<file path="config.mk">
export PLATFORM = sky130hd
export DESIGN_NAME = fft_pingpong_agen
export DESIGN_NICKNAME = d
export VERILOG_FILES = /design/src/rtl/fft_ag_pkg.sv /design/src/rtl/fft_ag_rd_ctr.sv /design/src/rtl/fft_ag_wr_ctr.sv /design/src/rtl/fft_ag_bitrev.sv /design/src/rtl/fft_pingpong_agen.sv
export SDC_FILE = /design/constraint.sdc
export NUM_CORES = 1
export LEC_CHECK = 0
export CORE_MARGIN = 2
export CORE_UTILIZATION = 39
export DETAILED_ROUTE_END_ITERATION = 6
export HOLD_SLACK_MARGIN = 0.03
export MAX_ROUTING_LAYER = met4
export PLACE_DENSITY = 0.66
export RECOVER_POWER = 25
export SETUP_SLACK_MARGIN = 0.4
export SLEW_MARGIN = 10
export SYNTH_ARGS = -nofsm -noshare
export SYNTH_HDL_FRONTEND = slang
export SYNTH_SLANG_ARGS = --single-unit
</file>
<file path="constraint.sdc">
create_clock -name clk -period 1.8 [get_ports clk]
set_clock_uncertainty 0.15 [all_clocks]
set_input_delay 0.36 -clock clk [delete_from_list [all_inputs] [get_ports clk]]
set_output_delay 0.36 -clock clk [all_outputs]
set_load 0.02 [all_outputs]
</file>
<file path="src/rtl/fft_ag_pkg.sv">
package fft_ag_pkg;

    // Write ordering for one stage
    typedef enum logic {
        WR_INTERLEAVED = 1'b0,
        WR_BITREV      = 1'b1
    } wr_mode_e;

endpackage

</file>
<file path="src/rtl/fft_ag_rd_ctr.sv">
module fft_ag_rd_ctr #(
    parameter int LOG2N = 4,
    parameter int SW    = $clog2(LOG2N + 1),
    parameter int AW    = LOG2N - 1
) (
    input  logic          clk,
    input  logic          rst_n,
    input  logic          start_i,
    input  logic          step_i,
    input  logic [SW-1:0] stage_i,
    output logic [AW-1:0] idx_o,
    output logic [AW-1:0] tw_o
);

    typedef struct packed {
        logic [AW-1:0] idx;
        logic [AW-1:0] tw;
    } rd_state_t;

    rd_state_t   st_d, st_q;
    logic [LOG2N:0] stride_full;

    always_comb begin
        stride_full = {1'b1, {LOG2N{1'b0}}} >> stage_i;
        st_d = st_q;
        if (start_i) begin
            st_d = '0;
        end else if (step_i) begin
            st_d.idx = st_q.idx + AW'(1);
            // masking to N/2-1 falls out of the AW-bit width
            st_d.tw  = st_q.tw + stride_full[AW-1:0];
        end
    end

    always_ff @(posedge clk or negedge rst_n) begin
        if (!rst_n) st_q <= '0;
        else        st_q <= st_d;
    end

    assign idx_o = st_q.idx;
    assign tw_o  = st_q.tw;

endmodule

</file>
<file path="src/rtl/fft_ag_wr_ctr.sv">
module fft_ag_wr_ctr
    import fft_ag_pkg::*;
#(
    parameter int AW = 3
) (
    input  logic          clk,
    input  logic          rst_n,
    input  logic          start_i,
    input  logic          step_i,
    input  logic          half_i,
    input  wr_mode_e      mode_i,
    output logic [AW-1:0] cur_a_o,
    output logic [AW-1:0] cur_b_o
);

    typedef struct packed {
        logic [AW-1:0] ptr_a;
        logic [AW-1:0] ptr_b;
        logic          half_seen;
    } wr_state_t;

    wr_state_t     st_d, st_q;
    logic [AW-1:0] inc;
    logic          reload;

    always_comb begin
        inc    = (mode_i == WR_BITREV) ? AW'(1) : AW'(2);
        // first step of the second half restarts with exchanged offsets
        reload = step_i && (mode_i == WR_INTERLEAVED) && half_i && !st_q.half_seen;
        cur_a_o = reload ? AW'(1) : st_q.ptr_a + inc;
        cur_b_o = reload ? AW'(0) : st_q.ptr_b + inc;

        st_d = st_q;
        if (start_i) begin
            // pointers sit one increment before their first address
            st_d.ptr_a     = AW'(0) - inc;
            st_d.ptr_b     = ((mode_i == WR_BITREV) ? AW'(0) : AW'(1)) - inc;
            st_d.half_seen = 1'b0;
        end else if (step_i) begin
            st_d.ptr_a = cur_a_o;
            st_d.ptr_b = cur_b_o;
            if (reload) st_d.half_seen = 1'b1;
        end
    end

    always_ff @(posedge clk or negedge rst_n) begin
        if (!rst_n) st_q <= '0;
        else        st_q <= st_d;
    end

endmodule

</file>
<file path="src/rtl/fft_ag_bitrev.sv">
module fft_ag_bitrev #(
    parameter int W = 3
) (
    input  logic [W-1:0] in_i,
    output logic [W-1:0] out_o
);

    for (genvar g = 0; g < W; g++) begin : g_rev
        assign out_o[g] = in_i[W-1-g];
    end

endmodule

</file>
<file path="src/rtl/fft_pingpong_agen.sv">
module fft_pingpong_agen
    import fft_ag_pkg::*;
#(
    parameter int LOG2N = 4
) (
    input  logic                         clk,
    input  logic                         rst_n,
    input  logic                         start_i,
    input  logic                         step_i,
    input  logic [$clog2(LOG2N+1)-1:0]   stage_i,
    input  logic                         half_i,
    input  logic                         odd_i,
    input  logic                         bitrev_i,
    output logic                         valid_o,
    output logic [LOG2N-2:0]             rd_a_addr_o,
    output logic [LOG2N-2:0]             rd_b_addr_o,
    output logic [LOG2N-2:0]             tw_addr_o,
    output logic                         in_swap_o,
    output logic [LOG2N-2:0]             wr_a_addr_o,
    output logic [LOG2N-2:0]             wr_b_addr_o,
    output logic                         out_swap_o
);

    localparam int SW = $clog2(LOG2N + 1);
    localparam int AW = LOG2N - 1;

    typedef struct packed {
        logic          valid;
        logic [AW-1:0] rd;
        logic [AW-1:0] tw;
        logic          iswap;
        logic [AW-1:0] wa;
        logic [AW-1:0] wb;
        logic          oswap;
    } out_t;

    out_t          o_d, o_q;
    wr_mode_e      mode;
    logic          step_eff;
    logic [AW-1:0] idx, tw, cur_a, cur_b, rev_a, rev_b;

    assign mode     = wr_mode_e'(bitrev_i);
    assign step_eff = step_i && !start_i;

    fft_ag_rd_ctr #(.LOG2N(LOG2N), .SW(SW), .AW(AW)) u_rd (
        .clk     (clk),
        .rst_n   (rst_n),
        .start_i (start_i),
        .step_i  (step_eff),
        .stage_i (stage_i),
        .idx_o   (idx),
        .tw_o    (tw)
    );

    fft_ag_wr_ctr #(.AW(AW)) u_wr (
        .clk     (clk),
        .rst_n   (rst_n),
        .start_i (start_i),
        .step_i  (step_eff),
        .half_i  (half_i),
        .mode_i  (mode),
        .cur_a_o (cur_a),
        .cur_b_o (cur_b)
    );

    fft_ag_bitrev #(.W(AW)) u_rev_a (.in_i(cur_a), .out_o(rev_a));
    fft_ag_bitrev #(.W(AW)) u_rev_b (.in_i(cur_b), .out_o(rev_b));

    always_comb begin
        o_d       = o_q;
        o_d.valid = step_eff;
        if (step_eff) begin
            o_d.rd    = idx;
            o_d.tw    = tw;
            o_d.iswap = odd_i;
            o_d.wa    = (mode == WR_BITREV) ? rev_a : cur_a;
            o_d.wb    = (mode == WR_BITREV) ? rev_b : cur_b;
            o_d.oswap = (mode == WR_INTERLEAVED) && half_i;
        end
    end

    always_ff @(posedge clk or negedge rst_n) begin
        if (!rst_n) o_q <= '0;
        else        o_q <= o_d;
    end

    assign valid_o     = o_q.valid;
    assign rd_a_addr_o = o_q.rd;
    assign rd_b_addr_o = o_q.rd;
    assign tw_addr_o   = o_q.tw;
    assign in_swap_o   = o_q.iswap;
    assign wr_a_addr_o = o_q.wa;
    assign wr_b_addr_o = o_q.wb;
    assign out_swap_o  = o_q.oswap;


    rd_incr_chk: assert property (@(posedge clk) disable iff (!rst_n)
        (valid_o && step_i && !start_i) |=> (rd_a_addr_o == AW'($past(rd_a_addr_o) + AW'(1))));


    start_discard_chk: assert property (@(posedge clk) disable iff (!rst_n)
        start_i |=> !valid_o);


    in_swap_chk: assert property (@(posedge clk) disable iff (!rst_n)
        (step_i && !start_i) |=> (in_swap_o == $past(odd_i)));


    bitrev_same_chk: assert property (@(posedge clk) disable iff (!rst_n)
        (step_i && !start_i && bitrev_i) |=> (wr_a_addr_o == wr_b_addr_o && !out_swap_o));


    parity_split_chk: assert property (@(posedge clk) disable iff (!rst_n)
        (step_i && !start_i && !bitrev_i) |=> (wr_a_addr_o[0] != wr_b_addr_o[0]));


    idle_hold_chk: assert property (@(posedge clk) disable iff (!rst_n)
        !step_i |=> (!valid_o && $stable(tw_addr_o) && $stable(wr_a_addr_o)));

endmodule

</file>
==> summary.txt <==
Outcome
  – Status: finished, final reports clean

STA
  – Final setup margin: 0.0112 ns
  – Final Slew Violations: 0
  – Worst-margin pin slew: 0.736 ns
  – Min Clock Period, post-route: 1.79 ns
  – Max Fclk: 0.559 GHz
  – Setup Viol. Count Final: 0
  – Setup TNS: 0 ns
  – Slew headroom: 50.9%
  – Final hold violations: 0
  – RSZ-0062 raised after global routing: yes
  – Final Cycle Share: 99.4%

Power and ir drop
  – Pwr dens: 764 nW/um^2
  – Clock Power Share: 19.8%
  – Seq pwr share: 47.7%
  – Switching Fraction: 30.8%
  – Combinational power share: 32.5%
  – P_leak: 1.01 nW
  – Pwr Total: 0.00158 W
  – Int Pwr: 0.00109 W
  – Max VDD drop: 459 uV
  – NetSw: 0.000487 W

Setup path
  – Crit start category: flip-flop
  – Slowest Stage Delay on Critical Path: 0.42 ns
  – Terminus of the critical flop-to-flop path: u_rd.tw_o[2]
  – Crit-path cells: ha_2 > fa_2 > nand2b_4 > mux2i_1 > mux2_1
  – CP delay by family, top: adder cells
  – Reg2Reg Depth: 5
  – Setup slack, reg-to-reg: 0.01 ns
  – WP data required: 1.89 ns
  – Worst path slowest cell: dfrtp_1
  – Crit path kind: flip-flop to flip-flop
  – Worst Setup SP: u_rd.tw_o[0]
  – Max FO, Critical Path: 2
  – Crit. End Element: flip-flop
  – Buffers & Inverters on Critical Path: 0
  – Source of the worst register-to-register timing path: u_rd.tw_o[0]
  – Arrival time at the worst endpoint: 1.87 ns

Die
  – Core region area: 3420 sq um
  – Initial Util: 41.2%
  – Top Ports: 28
  – Die H: 64.1 um
  – Die W: 64.1 um
  – DIE AREA: 4110 sq um
  – FP Rows: 21

Cells and area
  – Diode count: 0
  – Post-layout nets: 211
  – Area growth syn-to-layout: 46.6%
  – Post-route cell area: 2070 sq um
  – Share of layout cells above drive strength 1: 38.9%
  – Most frequent cells in the layout: nand2_1 (28), dfrtp_1 (28), buf_6 (22), buf_4 (22), a21oi_1 (11)
  – Utilization after layout: 60.5%

Synth
  – Post-synthesis cell count: 142
  – Seq/Total Area, Yosys: 49.7%
  – Synth warn: 0
  – Unique masters post-synth: 30
  – Post-synth net total: 159
  – Syn Std Cell Area: 1410 sq um
  – Yosys reg bits: 28
  – Mean Syn Cell Area: 9.92 sq um

Hold path
  – Hold Path End: rd_a_addr_o[2]
  – Hold path cells: 2
  – Hold Crit Class: flip-flop to flip-flop
  – Hold path start: u_rd.idx_o[2]

Clock network
  – Clock sinks: 28
  – Clock transition at path regs: 0.16 ns
  – CTS buffer count: 3
  – H-tree Lvls: 1
  – # hold bufs at CTS: 0
  – Clock latency on the worst-skew pair: 0.33 ns
  – Clk root buf: clkbuf_4
  – Maximum clock insertion buffer count: 2
  – CTS tree: yes

Routing
  – Drt wl/cell: 12.6 um
  – Routed vias/inst: 4.70
  – Post-Route WL: 3000 um
  – Drt first pass iters: 4
  – Initial DRC count: 52
  – DR vias: 1124
  – Post-route ant nets: 0
  – Remaining DRCs: 0

Run
  – Max Cap Violations: 0

Placement
  – Pre-CTS WS: -0.573 ns
  – PortBufs: 27
  – Post-DP HPWL: 2190 um
  – Placed cell areas: 1880 sq um
  – Routability cong.: 0.867

Global routing
  – Congestion Overflow GR: 0
  – Initial antenna violation count: 0
  – Pin count of the biggest net entering global routing: 29
  – First-pass GRT wire length: 5120 um
  – Vias in the first global route: 1099
  – GRT Total Usage: 16.5%
metal layers:
layer	part of all wire, %	GRT usage [%]
met5	0	-
met4	0.40	3.19
met3	3.2	2.29
met2	52	29.8
met1	44	19.7
cell families (layout without fill, tap and decap cells):
kind of cell | Yosys count | after routing | synth area share, %
AND/OR/NAND/NOR | 51 | 51 | 17.2
flip-flops | 28 | 28 | 49.7
AO/OA/AOI/OAI | 27 | 27 | 11.4
buffers and inverters | 18 | 69 | 6.31
adder cells (fa/ha/maj) | 7 | 7 | 7.82
multiplexers | 7 | 7 | 5.06
XOR/XNOR | 4 | 4 | 2.49
how the worst max path moves through the flow:
stage / cells after the start / end
detailed placement: 7 / u_rd.tw_o[2]
finish: 5 / u_rd.tw_o[2]
global placement: 7 / u_rd.tw_o[2]
global route: 5 / u_rd.tw_o[2]
CTS: 5 / u_rd.tw_o[2]
floorplan: 6 / u_rd.tw_o[2]
area by class of cell:
cell class | instances | area, sq um
Sequential cell | 28 | 701
Fill cell | 282 | 1350
Inverter | 10 | 40.0
Tap cell | 46 | 57.6
Multi-Input combinational cell | 96 | 713
Timing Repair Buffer | 55 | 518
Clock buffer | 4 | 36.3
stage by stage:
step	hold WS [ns]	instances
floorplan	-0.0856	142
global placement	0.308	223
detailed placement	0.320	223
CTS	0.262	235
global route	0.373	239
finish	0.361	239
power by group through the flow:
stage               Combinational, W  Clock, W  Sequential [W]
CTS                         0.000480  0.000313        0.000748
global placement            0.000448         0        0.000751
global route                0.000559  0.000356        0.000763
finish                      0.000513  0.000313        0.000753
detailed placement          0.000458         0        0.000756
floorplan                   0.000200         0        0.000805
sequential cells by signal, indices dropped and copies added (netlist names), 3 cells and up:
name / cells
u_wr.st_q: 7
rd_a_addr_o: 3
tw_addr_o: 3
u_rd.idx_o: 3
u_rd.tw_o: 3
wr_a_addr_o: 3
wr_b_addr_o: 3
tightest hold or removal path, stage by stage (launching register included):
cell and delay, ns:
dfrtp_1 0.39, nand2_1 0.06, nand2_1 0.05
cell usage after synthesis:
library cell	n	area share (%)
xor2_1	2	1.2
nor3_2	1	0.71
o21ai_1	7	2.5
buf_4	4	2.1
nor3b_1	6	3.2
inv_2	1	0.27
buf_2	3	1.1
a311o_1	1	0.71
nand2b_4	1	0.98
mux2_1	1	0.80
inv_4	1	0.44
o31ai_1	2	1.1
nand2b_1	2	0.89
nand2_1	29	7.7
dfrtp_1	28	50
a31oi_1	1	0.44
and3b_1	1	0.62
clkbuf_1	1	0.27
ha_1	4	3.6
o311ai_1	1	0.62
xnor2_1	2	1.2
nor2_1	10	2.7
a21oi_1	12	4.3
mux2i_1	6	4.3
fa_1	3	4.3
o22ai_1	1	0.44
nor2b_1	1	0.44
o311a_1	1	0.71
inv_1	8	2.1
a22o_1	1	0.62
what timing repair did:
item,4_1_cts,5_1_grt
endpoints found under the hold margin,0,0
pin swaps,10,6
resized for setup,114,18
endpoints found under the setup margin,34,31
buffers inserted,8,4
Power figures use the tool's default switching activity.
